<file path="src/rtl/dct_pkg.sv">
package dct_pkg;

  localparam int CTRL_W = 8;
  localparam int IDX_W  = 3;

  // register word indices
  localparam logic [IDX_W-1:0] IX_LOAD   = 3'd0;
  localparam logic [IDX_W-1:0] IX_VALUE  = 3'd1;
  localparam logic [IDX_W-1:0] IX_CTRL   = 3'd2;
  localparam logic [IDX_W-1:0] IX_CLEAR  = 3'd3;
  localparam logic [IDX_W-1:0] IX_RAW    = 3'd4;
  localparam logic [IDX_W-1:0] IX_MASKED = 3'd5;
  localparam logic [IDX_W-1:0] IX_BGLOAD = 3'd6;

  typedef enum logic [1:0] {
    CNT_FREE     = 2'd0,
    CNT_PERIODIC = 2'd1,
    CNT_ONESHOT  = 2'd2
  } cnt_mode_e;

  // control layout, bit 7 down to bit 0
  typedef struct packed {
    logic       run;
    logic       periodic;
    logic       irq_en;
    logic       spare;
    logic [1:0] psel;
    logic       wide;
    logic       oneshot;
  } ctrl_t;

  localparam ctrl_t CTRL_RESET = '{run: 1'b0, periodic: 1'b0, irq_en: 1'b1,
                                   spare: 1'b0, psel: 2'b00, wide: 1'b0,
                                   oneshot: 1'b0};

  // one-shot outranks periodic; neither selects free-running
  function automatic cnt_mode_e mode_of(input ctrl_t c);
    if (c.oneshot)       return CNT_ONESHOT;
    else if (c.periodic) return CNT_PERIODIC;
    else                 return CNT_FREE;
  endfunction

endpackage

</file>
<file path="src/rtl/dct_prescaler.sv">
module dct_prescaler #(
  parameter int LOG_MID = 4,
  parameter int LOG_HI  = 8
) (
  input  logic       clk,
  input  logic       rst_n,
  input  logic       run,
  input  logic       restart,
  input  logic [1:0] psel,
  output logic       tick
);
  localparam int PW = LOG_HI;
  localparam logic [PW-1:0] MID_LIM = PW'((1 << LOG_MID) - 1);
  localparam logic [PW-1:0] HI_LIM  = {PW{1'b1}};

  logic [PW-1:0] pcnt_q;
  logic [PW-1:0] limit;

  function automatic logic [PW-1:0] limit_of(input logic [1:0] sel);
    case (sel)
      2'b01:   return MID_LIM;
      2'b10:   return HI_LIM;
      default: return '0;
    endcase
  endfunction

  assign limit = limit_of(psel);
  assign tick  = run && (pcnt_q == limit);

  always_ff @(posedge clk) begin
    if (!rst_n)       pcnt_q <= '0;
    else if (restart) pcnt_q <= '0;
    else if (tick)    pcnt_q <= '0;
    else if (run)     pcnt_q <= pcnt_q + 1'b1;
  end
endmodule

</file>
<file path="src/rtl/dct_counter.sv">
module dct_counter
  import dct_pkg::*;
#(
  parameter int DATA_W   = 32,
  parameter int NARROW_W = 16
) (
  input  logic              clk,
  input  logic              rst_n,
  input  logic              tick,
  input  cnt_mode_e         mode,
  input  logic              wide,
  input  logic              load_wr,
  input  logic [DATA_W-1:0] load_data,
  input  logic [DATA_W-1:0] reload_val,
  output logic [DATA_W-1:0] cur,
  output logic              zero_evt
);
  localparam logic [DATA_W-1:0] NARROW_MASK =
    {{(DATA_W-NARROW_W){1'b0}}, {NARROW_W{1'b1}}};

  logic [DATA_W-1:0] count_q;
  logic [DATA_W-1:0] mask;
  logic [DATA_W-1:0] reload;
  logic              is_last;

  function automatic logic [DATA_W-1:0] size_mask(input logic w);
    return w ? {DATA_W{1'b1}} : NARROW_MASK;
  endfunction

  function automatic logic [DATA_W-1:0] reload_of(input cnt_mode_e m,
      input logic [DATA_W-1:0] msk, input logic [DATA_W-1:0] rv);
    case (m)
      CNT_FREE: return msk;
      CNT_ONESHOT: return '0;
      default: return rv & msk;
    endcase
  endfunction

  assign mask    = size_mask(wide);
  assign cur     = count_q & mask;
  assign is_last = (cur <= DATA_W'(1));
  assign reload  = reload_of(mode, mask, reload_val);
  // a stopped one-shot sitting at zero raises nothing more
  assign zero_evt = tick && is_last && !(mode == CNT_ONESHOT && cur == '0);

  always_ff @(posedge clk) begin
    if (!rst_n)        count_q <= '0;
    else if (load_wr)  count_q <= load_data;
    else if (tick) begin
      if (is_last)     count_q <= reload;
      else             count_q <= cur - 1'b1;
    end
  end
endmodule

</file>
<file path="src/rtl/dct_irq_flag.sv">
module dct_irq_flag (
  input  logic clk,
  input  logic rst_n,
  input  logic set_evt,
  input  logic clr,
  input  logic irq_en,
  output logic raw,
  output logic irq
);
  always_ff @(posedge clk) begin
    if (!rst_n)       raw <= 1'b0;
    else if (set_evt) raw <= 1'b1;
    else if (clr)     raw <= 1'b0;
  end

  assign irq = raw & irq_en;
endmodule

</file>
<file path="src/rtl/dctimer_core.sv">
module dctimer_core
  import dct_pkg::*;
#(
  parameter int DATA_W   = 32,
  parameter int NARROW_W = 16,
  parameter int LOG_MID  = 4,
  parameter int LOG_HI   = 8
) (
  input  logic              clk,
  input  logic              rst_n,
  input  logic              bus_wr,
  input  logic [IDX_W-1:0]  bus_idx,
  input  logic [DATA_W-1:0] bus_wdata,
  output logic [DATA_W-1:0] bus_rdata,
  output logic              irq_out
);
  ctrl_t             ctrl_q;
  logic [DATA_W-1:0] load_q;
  logic              load_wr, bg_wr, ctrl_wr, clr_wr, val_wr;
  logic              tick, zero_evt, raw_flag;
  logic [DATA_W-1:0] cur;
  cnt_mode_e         mode;

  assign load_wr = bus_wr && (bus_idx == IX_LOAD);
  assign bg_wr   = bus_wr && (bus_idx == IX_BGLOAD);
  assign ctrl_wr = bus_wr && (bus_idx == IX_CTRL);
  assign clr_wr  = bus_wr && (bus_idx == IX_CLEAR);
  assign val_wr  = bus_wr && (bus_idx == IX_VALUE);
  assign mode    = mode_of(ctrl_q);

  always_ff @(posedge clk) begin
    if (!rst_n) begin
      ctrl_q <= CTRL_RESET;
      load_q <= '0;
    end else begin
      if (ctrl_wr)          ctrl_q <= ctrl_t'(bus_wdata[CTRL_W-1:0]);
      if (load_wr || bg_wr) load_q <= bus_wdata;
    end
  end

  dct_prescaler #(.LOG_MID(LOG_MID), .LOG_HI(LOG_HI)) u_presc (
    .clk     (clk),
    .rst_n   (rst_n),
    .run     (ctrl_q.run),
    .restart (ctrl_wr),
    .psel    (ctrl_q.psel),
    .tick    (tick)
  );

  dct_counter #(.DATA_W(DATA_W), .NARROW_W(NARROW_W)) u_cnt (
    .clk        (clk),
    .rst_n      (rst_n),
    .tick       (tick),
    .mode       (mode),
    .wide       (ctrl_q.wide),
    .load_wr    (load_wr),
    .load_data  (bus_wdata),
    .reload_val (load_q),
    .cur        (cur),
    .zero_evt   (zero_evt)
  );

  dct_irq_flag u_flag (
    .clk     (clk),
    .rst_n   (rst_n),
    .set_evt (zero_evt),
    .clr     (clr_wr),
    .irq_en  (ctrl_q.irq_en),
    .raw     (raw_flag),
    .irq     (irq_out)
  );

  always_comb begin
    case (bus_idx)
      IX_LOAD, IX_BGLOAD: bus_rdata = load_q;
      IX_VALUE:           bus_rdata = cur;
      IX_CTRL:            bus_rdata = DATA_W'(ctrl_q);
      IX_RAW:             bus_rdata = DATA_W'(raw_flag);
      IX_MASKED:          bus_rdata = DATA_W'(raw_flag & ctrl_q.irq_en);
      default:            bus_rdata = '0;
    endcase
  end
endmodule

</file>
<file path="config.mk">
export PLATFORM = sky130hd
export DESIGN_NAME = dctimer_core
export DESIGN_NICKNAME = d
export VERILOG_FILES = /design/src/rtl/dct_pkg.sv /design/src/rtl/dct_prescaler.sv /design/src/rtl/dct_counter.sv /design/src/rtl/dct_irq_flag.sv /design/src/rtl/dctimer_core.sv
export SDC_FILE = /design/constraint.sdc
export NUM_CORES = 1
export LEC_CHECK = 0
export BUFFER_PORTS_ARGS = -buffer_cell sky130_fd_sc_hd__buf_2
export CAP_MARGIN = 20
export CORE_AREA = 3 3 113 115
export CTS_CLUSTER_DIAMETER = 100
export DETAILED_ROUTE_END_ITERATION = 7
export DIE_AREA = 0 0 116 118
export GPL_ROUTABILITY_DRIVEN = 0
export GPL_TIMING_DRIVEN = 0
export SLEW_MARGIN = 20
export SYNTH_ARGS = -nofsm -noshare
export SYNTH_HDL_FRONTEND = slang
export SYNTH_SLANG_ARGS = --single-unit
export TNS_END_PERCENT = 20
</file>
<file path="constraint.sdc">
create_clock -name clk -period 8.2 [get_ports clk]
set_clock_uncertainty 0.1 [all_clocks]
set_input_delay 2.46 -clock clk [delete_from_list [all_inputs] [get_ports clk]]
set_output_delay 2.46 -clock clk [all_outputs]
set_load 0.02 [all_outputs]
</file>
==> results of run 1 <==
-- sequential cells by signal (all words and copies together) (netlist names) --
name / flops
load_q: 32
u_cnt.count_q: 32
ctrl_q: 8
u_presc.pcnt_q: 8
u_flag.raw: 1
-- per-layer routing --
metal,wire [microns],vias up,track usage
li1,-,2650,-
met1,7840,2672,0.368
met2,8540,299,0.423
met3,1630,49,0.0504
met4,587,0,0.105
met5,0,-,0
-- path summary, 6_finish.rpt --
check	depth (start not counted)	from	end	slack, ns
worst max-delay path	7	bus_idx[1]	bus_rdata[25]	0.47
worst min-delay path	2	load_q[15]	load_q[15]	0.38
worst min register to register	2	load_q[15]	load_q[15]	0.38
worst max register to register	8	u_cnt.count_q[0]	u_cnt.count_q[26]	5.21
-- cells in the mapped netlist, drive strengths merged, types with 3 or more instances --
cell type / count
or3: 9
a21boi: 39
xnor2: 11
o41ai: 5
o21a: 4
inv: 21
dfxtp: 81
o211ai: 6
and3: 3
a22o: 48
nor2: 33
buf: 9
nand2b: 8
o31ai: 3
a31oi: 4
clkbuf: 47
a21oi: 34
mux2i: 6
nor2b: 6
nand4: 10
o21ai: 53
o221ai: 6
a31o: 4
nand3: 16
xor2: 9
o22ai: 3
nor4: 4
nor3: 18
nand2: 135
or4: 6
a22oi: 12
ha: 5
and2: 4
-- layout make-up --
cell class              instances  area share
multi-input cells             529       0.531
flip-flops and latches         81       0.267
repair buffers                 70      0.0576
clock buffers                  11      0.0416
plain buffers                  56      0.0391
well taps                     147      0.0302
clock inverters                 5      0.0206
inverters                      21      0.0130
-- stage by stage --
step	cells	instance area (sq um)	setup slack [ns]	util
3_5_place_dp	903	5700	0.612	0.478
4_1_cts	919	6080	0.604	0.510
6_report	920	6080	0.472	0.511
2_1_floorplan	687	5170	1.71	-
5_1_grt	920	6080	0.471	0.511
3_3_place_gp	903	5700	0.598	0.478
-- logic make-up after synthesis --
family	share of synthesized area
muxes	0.0116
AOI/OAI and AO/OA	0.327
and+or+nand+nor	0.240
xor gates and xnor gates	0.0339
DFF	0.314
adders and majority gates	0.0121
buffers and inverters	0.0612
-- critical path, stage by stage --
cell	delay, ns
clkbuf_1	0.17
nor2b_1	0.21
clkbuf_1	0.26
nor3_1	0.93
clkbuf_1	0.70
a22o_1	0.25
buf_2	0.17
-- power breakdown --
group	switching (mW)	internal, mW
sequential	0.0158	0.407
combinational	0.187	0.111
clock	0.173	0.345
total	0.377	0.863
==> flow_summary_export.csv, run 1 <==
group,metric,value,unit
timing,rsz0062_at_grt,"false",
setup_path,critPathKind,"in -> out",
timing,max_freq,129,MHz
floorplan,ios,71,
place,post-dp-hpwl,13100,microns
synth,synth_top_area_frac,0.314,
global_routing,grt_pass1_wl,28900,microns
clock_network,root_buffer,"clkbuf_16",
final_layout,multi_input_area,3230,sq um
timing,final-max-slew-violation-count,0,
global_routing,track_usage,0.271,
drt,routed_wl,18600,microns
clock_network,cts_sinks,81,
final_layout,mostFrequentLayoutCells,"nand2_1 (135), dfxtp_1 (81), buf_2 (75), a22o_1 (47), clkbuf_1 (46)",
clock_network,clkTransAtPathRegs,0.06,ns
synth,ys_seq_area_frac,0.314,
drt,drt_iter0_drc,508,
final_layout,regArea,1620,sq um
synth,yosysTopAreaCell,"dfxtp_1",
synth,synth_edf_count,0,
global_routing,grt_pass1_vias,5295,
place,io_buffers,69,
synth,yosysWarnings,0,
synth,syn_area,5170,sq um
synth,ys_ff_latch,81,
setup_path,critPathMaxFanout,10,
clock_network,cts.repair.resized,0,
drt,ant_nets,0,
synth,synthTopCellsByArea,"dfxtp_1 (31%), nand2_1 (9.8%), a22o_1 (8.0%)",
final_layout,nFillCells,1204,
timing,relSlewSlack,0.235,
global_routing,antenna_found_initial,0,
drt,vias,5670,
global_routing,overflow,0,
clock_network,cts_tree,"built",
flow_run,maxCapViolCount,0,
floorplan,fp.coreArea,11900,sq um
timing,finalCritPeriodShare,0.942,
timing,tns,0,ns
floorplan,dieArea,13700,sq um
timing,fin_hold_ws,0.382,ns
hold_path,hp-class,"reg -> reg",
drt,vias_per_cell,6.16,
drt,wl_per_cell,20.2,microns
floorplan,num_rows,40,
power_and_ir_drop,leakage,2.32,nW
clock_network,cts_buffers,9,
synth,synthArstFlopShare,0,
floorplan,fp.dieH,118,microns
power_and_ir_drop,irDropWorstVdd,0.103,mV
synth,yosysUniqueCellTypes,68,
timing,fin_crit,7.73,ns
timing,worst_slew_pin_slew,1.14,ns
clock_network,cts.htree.levels,3,
setup_path,crit_required,5.64,ns
final_layout,area_growth,17.6,%
outcome,run_status,"finished, final reports clean",
drt,dr.pass1.iters,7,
setup_path,start_kind,"input port",
clock_network,worstSkewPairLatency,0.35,ns
floorplan,start_util,0.434,
synth,syn_inst,687,
clock_network,postCtsHoldBufs,0,
synth,synthesis.nets,730,
final_layout,fin_nets,811,
timing,finalHoldViolCount,0,
final_layout,drive_above_1_share,0.149,
final_layout,final_common_cell,"nand2_1",
power_and_ir_drop,power,1.24,mW
setup_path,end_kind,"primary output",
synth,synthFlopType,"dfxtp_1",
clock_network,post_cts_buffers,0,
synth,avgSynthCellArea,7.53,sq um
floorplan,die_w,116,microns
global_routing,grt_max_degree,14,
setup_path,cp.arrival,5.17,ns
clock_network,clockBufferDepth,2,
timing,setup_viol,0,
final_layout,diodes,0,
power_and_ir_drop,cellPowerDensity,204,nW/um^2
drt,drc,0,
No activity file was read; power rests on OpenSTA's default activity.
==> inputs of run 2 (changes only) <==
- ABC_AREA: default -> 1
- CORE_AREA: 3 3 113 115 -> 3 3 116 118
- DIE_AREA: 0 0 116 118 -> 0 0 119 121
==> run 2 against run 1 <==
Against the previous run:
- clock power decreased by 15%
- sequential share of layout area down 0.96 points
- combinational power increased by 55%
- global-route usage rose by 1.1 points
- non-clock buffer count is 13 lower
- die area grew 5.2%
- core utilization down 0.87 points
- design area is 3.7% higher
==> flow_summary_export.csv, run 2 <==
group,metric,value,unit
outcome,run_status,"finished, final reports clean",
timing,finalHoldViolCount,0,
final_layout,fin_nets,1023,
timing,tns,0,ns
clock_network,cts_sinks,81,
drt,drc,0,
global_routing,overflow,0,
timing,finalCritPeriodShare,0.803,
timing,fin_crit,6.59,ns
clock_network,post_cts_buffers,0,
power_and_ir_drop,leakage,3.16,nW
setup_path,cp.arrival,4.03,ns
final_layout,area_growth,16.1,%
floorplan,fp.coreArea,12600,sq um
setup_path,start_kind,"input port",
floorplan,start_util,0.432,
drt,met2_length,8590,microns
clock_network,postCtsHoldBufs,0,
global_routing,track_usage,0.282,
global_routing,grt_pass1_wl,31300,microns
setup_path,end_kind,"primary output",
place,io_buffers,70,
synth,synthesis.nets,942,
timing,final-max-slew-violation-count,0,
final_layout,drive_above_1_share,0.126,
hold_path,holdPathEnd,"load_q[4]",
clock_network,cts_tree,"built",
synth,synth_top_area_frac,0.299,
global_routing,antenna_found_initial,0,
timing,rsz0062_at_grt,"false",
drt,drt_iter0_drc,555,
clock_network,cts.repair.resized,0,
final_layout,largest_registers,"load_q (32), u_cnt.count_q (32)",
global_routing,grt_pass1_vias,5744,
hold_path,hold_start,"load_q[4]",
drt,dr.pass1.iters,6,
synth,avgSynthCellArea,6.04,sq um
setup_path,r2r_setup_slack,5.68,ns
drt,vias_per_cell,5.28,
drt,vias,6108,
floorplan,ios,71,
flow_run,maxCapViolCount,0,
hold_path,whs_path_depth,2,
clock_network,clockBufferDepth,2,
synth,synth_edf_count,0,
setup_path,critPathKind,"in -> out",
final_layout,mostFrequentLayoutCells,"nand2_1 (229), nor2_1 (130), inv_1 (105), o21ai_0 (98), dfxtp_1 (81)",
power_and_ir_drop,power,1.33,mW
final_layout,diodes,0,
timing,setup_viol,0,
timing,max_freq,152,MHz
drt,wl_met1,9020,microns
floorplan,dieArea,14400,sq um
clock_network,cts.htree.levels,3,
synth,syn_inst,899,
synth,yosysTopAreaCell,"dfxtp_1",
synth,syn_area,5430,sq um
timing,worst_slew_pin_slew,0.783,ns
hold_path,hp-class,"reg -> reg",
synth,synthArstFlopShare,0,
timing,relSlewSlack,0.478,
floorplan,die_w,119,microns
power_and_ir_drop,cellPowerDensity,211,nW/um^2
synth,synthTopCellsByArea,"dfxtp_1 (30%), nand2_1 (16%), o21ai_0 (9.0%)",
setup_path,r2r-start,"ctrl_q[2]",
synth,yosysMostFrequentCell,"nand2_1",
drt,met3WireLength,1560,microns
synth,synthTopCellsByCount,"nand2_1 (229), nor2_1 (130), inv_1 (105)",
drt,wl_per_cell,17.2,microns
power_and_ir_drop,irDropWorstVdd,0.105,mV
synth,yosysWarnings,0,
setup_path,r2r_cells,11,
clock_network,cts_buffers,9,
synth,yosysUniqueCellTypes,37,
global_routing,grt_max_degree,13,
setup_path,crit_required,5.64,ns
floorplan,fp.dieH,121,microns
clock_network,worstSkewPairLatency,0.35,ns
drt,highest_layer,"met4",
drt,routed_wl,19900,microns
synth,synthFlopType,"dfxtp_1",
final_layout,final_common_cell,"nand2_1",
floorplan,num_rows,41,
setup_path,critPathMaxFanout,10,
synth,ys_seq_area_frac,0.299,
place,post-dp-hpwl,14900,microns
clock_network,root_buffer,"clkbuf_16",
setup_path,regToRegEndpoint,"u_cnt.count_q[13]",
drt,ant_nets,0,
synth,ys_ff_latch,81,
clock_network,clkTransAtPathRegs,0.06,ns
run 2: layer usage:
| metal | vias up | GRT usage |
|---|---|---|
| met1 | 2771 | 0.385 |
| li1 | 3051 | - |
| met4 | 0 | 0.123 |
| met5 | - | 0 |
| met3 | 50 | 0.0629 |
| met2 | 236 | 0.426 |
run 2: per-stage QoR:
stage / worst slack, ns / area (sq um) / util / hold slack, ns / instances
final: 1.61 / 6310 / 0.502 / 0.388 / 1156
after global routing: 1.50 / 6310 / 0.502 / 0.411 / 1156
after CTS: 1.68 / 6310 / 0.502 / 0.386 / 1156
after detailed placement: 1.69 / 6000 / 0.477 / 0.377 / 1141
after global placement: 1.68 / 6000 / 0.477 / 0.377 / 1141
after floorplan: 2.27 / 5430 / - / 0.349 / 899
run 2: area by class of cell:
type,count,area [sq um]
buffer,43,223
clock buffer,12,246
clock inverter,3,65.1
fill,1380,6260
inverter,107,402
multi-input combinational,668,3190
sequential,81,1620
tap,172,215
timing repair buffer,70,350
run 2: critical path, stage by stage:
cell	delay, ns
buf_2	0.12
xnor2_1	0.15
nand2_1	0.10
inv_1	0.12
clkbuf_1	0.61
nand2_1	0.09
o21ai_0	0.15
buf_2	0.22
run 2: how the worst max path moves through the flow:
stage	start	end	slack, ns	cells after the start
final	bus_idx[1]	bus_rdata[18]	1.61	8
after global routing	bus_idx[1]	bus_rdata[18]	1.50	8
after CTS	bus_idx[1]	bus_rdata[18]	1.68	8
after detailed placement	bus_idx[2]	bus_rdata[18]	1.69	8
after global placement	bus_idx[2]	bus_rdata[18]	1.68	8
after floorplan	bus_idx[1]	bus_rdata[18]	2.27	4
run 2: logic make-up (layout without fill, tap and decap cells):
kind of cell               Yosys count  in the layout  synth area share
and+or+nand+nor                    459            459             0.362
AOI/OAI and AO/OA                  186            186             0.184
buffers and inverters              150            235             0.115
DFF                                 81             81             0.299
xor gates and xnor gates            18             18            0.0290
adders and majority gates            5              5            0.0115
run 2: report_power, final:
| group | internal [mW] | total [mW] | switching [mW] | leakage [nW] |
|---|---|---|---|---|
| Combinational | 0.148 | 0.463 | 0.316 | 2.35 |
| Clock | 0.273 | 0.440 | 0.167 | 0.153 |
| Sequential | 0.415 | 0.431 | 0.0158 | 0.659 |
